`src/rtl/dvfs_port_ctrl.sv`:
```
module dvfs_port_ctrl #(
  parameter int WIN_W  = 16,
  parameter int CNT_W  = 12,
  parameter int SETTLE = 4
) (
  input  logic             clk,
  input  logic             rst_n,
  input  logic             in_stall,
  input  logic             out_stall,
  input  logic [WIN_W-1:0] win_cycles,
  input  logic [CNT_W-1:0] stall_limit,
  output logic [1:0]       div_sel,
  output logic [1:0]       vsel
);
  localparam int SC_W = (SETTLE < 2) ? 1 : $clog2(SETTLE);
  localparam logic [CNT_W-1:0] CMAX = '1;
  localparam logic [SC_W-1:0] SC_LOAD = SC_W'(SETTLE - 1);

  logic [WIN_W-1:0] pos, last;
  logic [CNT_W-1:0] n_in, n_out, in_nx, out_nx;
  logic             busy;
  logic [SC_W-1:0]  sc;
  logic [1:0]       tgt;
  logic             win_end, starve, clog, go_up, go_dn;

  assign last    = (win_cycles == '0) ? '0 : win_cycles - 1'b1;
  assign win_end = pos >= last;
  assign in_nx   = (in_stall  && n_in  != CMAX) ? n_in  + 1'b1 : n_in;
  assign out_nx  = (out_stall && n_out != CMAX) ? n_out + 1'b1 : n_out;
  assign starve  = in_nx  > stall_limit;
  assign clog    = out_nx > stall_limit;
  assign go_up   = win_end && !busy && starve && !clog && div_sel != 2'd0;
  assign go_dn   = win_end && !busy && clog && !starve && div_sel != 2'd3;

  always_ff @(posedge clk or negedge rst_n) begin
    if (!rst_n) begin
      pos   <= '0;
      n_in  <= '0;
      n_out <= '0;
    end else if (win_end) begin
      pos   <= '0;
      n_in  <= '0;
      n_out <= '0;
    end else begin
      pos   <= pos + 1'b1;
      n_in  <= in_nx;
      n_out <= out_nx;
    end
  end

  always_ff @(posedge clk or negedge rst_n) begin
    if (!rst_n) begin
      div_sel <= 2'd0;
      vsel    <= 2'd0;
      tgt     <= 2'd0;
      busy    <= 1'b0;
      sc      <= '0;
    end else if (busy) begin
      if (sc == '0) begin
        div_sel <= tgt;
        vsel    <= tgt;
        busy    <= 1'b0;
      end else begin
        sc <= sc - 1'b1;
      end
    end else if (go_up) begin
      vsel <= div_sel - 2'd1;
      tgt  <= div_sel - 2'd1;
      busy <= 1'b1;
      sc   <= SC_LOAD;
    end else if (go_dn) begin
      div_sel <= div_sel + 2'd1;
      tgt     <= div_sel + 2'd1;
      busy    <= 1'b1;
      sc      <= SC_LOAD;
    end
  end

  AST_ONE_STEP: assert property (@(posedge clk) disable iff (!rst_n)
    !$stable(div_sel) |-> ({1'b0, div_sel} == {1'b0, $past(div_sel)} + 3'd1) ||
                          ({1'b0, div_sel} + 3'd1 == {1'b0, $past(div_sel)}));
  AST_QUIET_MID_WINDOW: assert property (@(posedge clk) disable iff (!rst_n)
    !$stable(div_sel) |-> $past(win_end) || $past(busy));
  AST_SUPPLY_FIRST: assert property (@(posedge clk) disable iff (!rst_n)
    (div_sel < $past(div_sel)) |-> $past(vsel) == div_sel);
  AST_CLOCK_FIRST: assert property (@(posedge clk) disable iff (!rst_n)
    (vsel > $past(vsel)) |-> $past(div_sel) == vsel);
  AST_SUPPLY_COVERS: assert property (@(posedge clk) disable iff (!rst_n)
    vsel <= div_sel);
  AST_IDLE_PAIRED: assert property (@(posedge clk) disable iff (!rst_n)
    !busy |-> vsel == div_sel);
endmodule

```
`config.mk`:
```
export PLATFORM = sky130hd
export DESIGN_NAME = dvfs_port_ctrl
export DESIGN_NICKNAME = d
export VERILOG_FILES = /design/src/rtl/dvfs_port_ctrl.sv
export SDC_FILE = /design/constraint.sdc
export NUM_CORES = 1
export LEC_CHECK = 0
export CELL_PAD_IN_SITES_DETAIL_PLACEMENT = 0
export CELL_PAD_IN_SITES_GLOBAL_PLACEMENT = 1
export CORE_MARGIN = 3
export CORE_UTILIZATION = 45
export DETAILED_ROUTE_END_ITERATION = 7
export GPL_TIMING_DRIVEN = 0
export PLACE_DENSITY = 0.78
export SKIP_CTS_REPAIR_TIMING = 1
export SLEW_MARGIN = 20
export SYNTH_ARGS = -nofsm -noshare
export SYNTH_HDL_FRONTEND = slang
export SYNTH_SLANG_ARGS = --single-unit
```
`constraint.sdc`:
```
create_clock -name clk -period 4.38 [get_ports clk]
set_clock_uncertainty 0.1 [all_clocks]
set_input_delay 0.438 -clock clk [delete_from_list [all_inputs] [get_ports clk]]
set_output_delay 0.438 -clock clk [all_outputs]
set_load 0.02 [all_outputs]
```
After elaboration in Yosys (flattened, before gate mapping) --
Index checks and enable logic that the tools add are counted.
Storage, ports and cells: register bits after elaboration 49, output and inout bits 4
Cells by class: bitwise operators 1, eq/ne operators 6, order comparisons 3, muxes and demuxes 21, add/subtract/negate cells 7, reductions and logical operators 23
Operator list (number):
- $mux 12 | 4
- $mux 16 | 2
- $add 12x1->12 const B | 2
- $gt 12x12->1 | 2
- $ne 12x12->1 const B | 2
- $mux 2 | 11
- $add 16x1->16 const B | 1
- $ge 16x16->1 | 1
- $logic_not 16->1 | 1
- $sub 16x1->16 const B | 1
- $logic_and 1x1->1 | 9
- $reduce_bool 2->1 | 4
- $ne 2x2->1 const B | 3
- $reduce_and 2->1 | 3
- $mux 1 | 4
- $sub 2x1->2 const B | 2
- $logic_not 1->1 | 3
- $reduce_and 3->1 | 1
- $reduce_bool 3->1 | 1
- $add 2x1->2 const B | 1
- $logic_not 2->1 | 1
- $ne 2x1->1 const B | 1
- $not 1->1 | 1

Logic depth before layout (Yosys ltp) --
depth after elaboration 10, gate-level depth with buffers 14, gate-level depth less buffers 14

Least setup slack after synthesis --
No wires, ideal clock.
path type input port to flip-flop, start in win_cycles[9], end reg tgt[1], setup slack 642 ps, arrival 3544 ps, path buffers 1, cell stages on the path 14, library setup time 94 ps, cell sequence or4_4 > or3_4 > nor4_4 > nand4b_4 > buf_6 > nand2_1 > ha_1 > a41oi_1 > o21ai_0 > a221oi_1 > o21ai_1 > and4bb_1 > o21bai_1 > a211oi_1
On the way: longest elaborated chain between the ends 9
RTL lines:
- start, declared | line 10 | input logic [WIN_W-1:0] win_cycles,
- $sub 16x1->16 or $logic_not 16->1 (tied branches) | line 26 | assign last = (win_cycles == '0) ? '0 : win_cycles - 1'b1;
- $mux 16 (*) | line 26
- $ge 16x16->1 (*) | line 27 | assign win_end = pos >= last;
- $logic_and 1x1->1 (*) | line 32, 33
- $logic_and 1x1->1, on equally long branches (3 in a row) | line 32, 33
- $reduce_bool 2->1 (no line)
- $reduce_and 2->1 (no line)
- end signal, assigned | line 68 | tgt <= div_sel - 2'd1;
- end signal, assigned | line 73 | tgt <= div_sel + 2'd1;
- end, declared | line 23 | logic [1:0] tgt;
Every way passes the cells marked *; elsewhere a longest branch is shown, timed or not. A chain may end at the register's enable or synchronous reset.

Worst setup path in the final report --
Ends and elaborated chain as after synthesis.

==> flow_summary.yaml <==
status:
  status: "completed"
critical_path:
  start_kind: "input port"
  critPathLaunch: "win_cycles[9]"
  required_ns: 4.50
  path_class: "input port to flip-flop"
  end_kind: "flip-flop"
  rr_worst_depth: 14
  r2r-start: "n_out[2]"
  arrival_ns: 4.29
  crit_fanout: 6
yosys:
  synth_top_area_share: 0.329
  synth_fp_nets: 491
  yosysTopAreaCell: "dfrtp_1"
  netlist_area_sq_um: 3730
  async_reset_ff_frac: 1.00
  synth_top_family_by_area: "simple AND/OR/NAND/NOR gates"
  synth_xor_area_frac: 0.110
  avgSynthCellArea_sq_um: 9.08
  synth_cells: 411
  yosys_warnings: 0
  synth_compound_area_frac: 0.0996
  synth-simple-area-share: 0.254
  ys_types: 51
  synth_edf_count: 0
  synthTopCellsByArea: "dfrtp_1 (33%), ha_1 (16%), xor2_1 (6.1%)"
  synth_adder_area_share: 0.161
  synth.area.mux_share: 0.0114
  ys_seq_area_frac: 0.329
  ys_ff_latch: 49
  ys.flop_type: "dfrtp_1"
min_path:
  hold_class: "input port to async pin"
global_route:
  use_met1: 0.231
  antenna_found_initial: 0
  grt_max_degree: 50
  grt.busiest_layer: "met2"
  grt_pass1_vias: 2985
  use_met3: 0.0281
  grt-ovfl-total: 0
  use_met2: 0.303
  grt_pass1_wl_um: 13900
  grt_usage: 0.177
cells_and_area:
  final.fill_count: 731
  finalNetCount: 538
  areaGrowthSynthToFinish_pct: 18.2
  layout_commonest_cell: "dfrtp_1"
  multi_input_comb_area_sq_um: 2420
  regArea_sq_um: 1230
  antenna_cells: 0
  drive_gt1_frac: 0.0741
  layout_common_cells: "dfrtp_1 (49), ha_1 (48), nor2_1 (43)"
placement:
  routabilityCongestion: 0.870
  numPortBuffers: 35
  dp_hpwl_um: 6330
routing:
  viasPerCell: 5.30
  routed_wl_um: 8060
  first_iter_violations: 49
  avgRoutedWirePerCell_um: 14.4
  drc: 0
  ant_nets: 0
  vias: 2973
  detail_route.first_pass.iterations: 4
sta:
  holdWs_ns: 0.0461
  slew_violations: 0
  setup_viol: 0
  min_period_ns: 4.16
  setup_tns_ns: 0
  fmax_mhz: 240
  worst_pin_slew_ns: 0.647
  slew_headroom: 0.569
  hold_viol: 0
  period_share: 0.950
  rsz0062_at_grt: "false"
die:
  die_area_sq_um: 9420
  rows: 32
  coreArea_sq_um: 7890
  start_util: 0.473
  die_h_um: 97.0
  fp.dieW_um: 97.0
  ios: 36
clock_network:
  cts_root_buf: "clkbuf_8"
  cts_buffer_depth: 2
  clk_latency_ns: 0.31
  cts.htree.levels: 2
  clkTransAtPathRegs_ns: 0.09
  clock_sinks: 49
  cts_tree: "yes"
  cts_buffers: 5
power:
  seqPwrFrac: 0.430
  power.density_nw_per_um2: 339
  p_comb_frac: 0.341
  power_frac_clock: 0.228
  switchingPower_mw: 0.521
  power.internal_mw: 0.973
  swShare: 0.349
  power_mw: 1.49
  peakVddDrop_v: 0.000132
  p_leak_nw: 2.12
job:
  cap_violations: 0
-- flip-flops by register name (all words and copies together), names as in the netlist --
register and flops:
pos 16, n_in 12, n_out 12, div_sel 2
sc 2, tgt 2, vsel 2, busy 1
-- power groups by stage --
stage | clock, mW | sequential (mW) | combinational (mW)
floorplan | 0 | 0.626 | 0.369
global placement | 0 | 0.647 | 0.486
detailed placement | 0 | 0.652 | 0.505
CTS | 0.351 | 0.644 | 0.509
global route | 0.369 | 0.661 | 0.595
finish | 0.341 | 0.643 | 0.510
-- Yosys cell counts, types with 5 or more instances --
cell and instances:
dfrtp_1 49, ha_1 48, nor2_1 43, nand2_1 32
xor2_1 26, inv_1 25, nand3_1 23, nor2b_1 22
xnor2_1 21, nand4_1 16, a21oi_1 15, nor3_1 12
a211oi_1 9, and3_1 6, a21o_1 5, clkbuf_1 5
nor4_1 5, o21ai_0 5
-- metal layers --
layer / vias up / part of all wire
li1: 1554 / -
met1: 1357 / 0.48
met2: 51 / 0.47
met3: 11 / 0.030
met4: 0 / 0.015
met5: - / 0
-- critical path: stages --
cell	delay, ns
clkdlybuf4s50_1	0.43
or4_4	0.55
or3_4	0.37
nor4_4	0.31
nand4b_4	0.18
and2_1	0.20
ha_1	0.28
nor3b_2	0.17
o21ai_1	0.12
a221oi_2	0.37
o21ai_2	0.15
and4bb_2	0.30
o21bai_1	0.18
a211oi_2	0.22
-- through the flow --
step           utilization  instances  cell area, sq um  setup slack, ns
2_1_floorplan            -        411              3730            0.642
3_3_place_gp         0.533        548              4210           -0.387
3_5_place_dp         0.533        548              4210           -0.407
4_1_cts              0.548        556              4320          -0.0721
5_1_grt              0.559        561              4410           0.0144
6_report             0.559        561              4410            0.218
-- kinds of logic (layout without fill, tap and decap cells) --
group / after synthesis / in the layout
fa+ha+maj: 48 / 48
flops: 49 / 49
xor+xnor: 47 / 47
mux: 4 / 4
simple gates: 176 / 176
compound gates: 55 / 55
buf+inv: 32 / 80
-- final timing paths --
path                       endpoint  slack (ns)
max                          tgt[1]        0.22
min in group clk             pos[0]        0.42
max reg2reg                  tgt[1]        0.49
min reg2reg                  pos[0]        0.42
max in group asynchronous   n_in[2]        3.70
min                        n_out[4]        0.05
-- layout make-up --
cell class                 instances  area share
buffer                             7     0.00880
timing repair buffer              40      0.0880
multi-input combinational        330       0.549
inverter                          25      0.0213
tap                              102      0.0289
sequential                        49       0.278
clock buffer                       7      0.0196
clock inverter                     1     0.00681
Power figures use the tool's default switching activity.
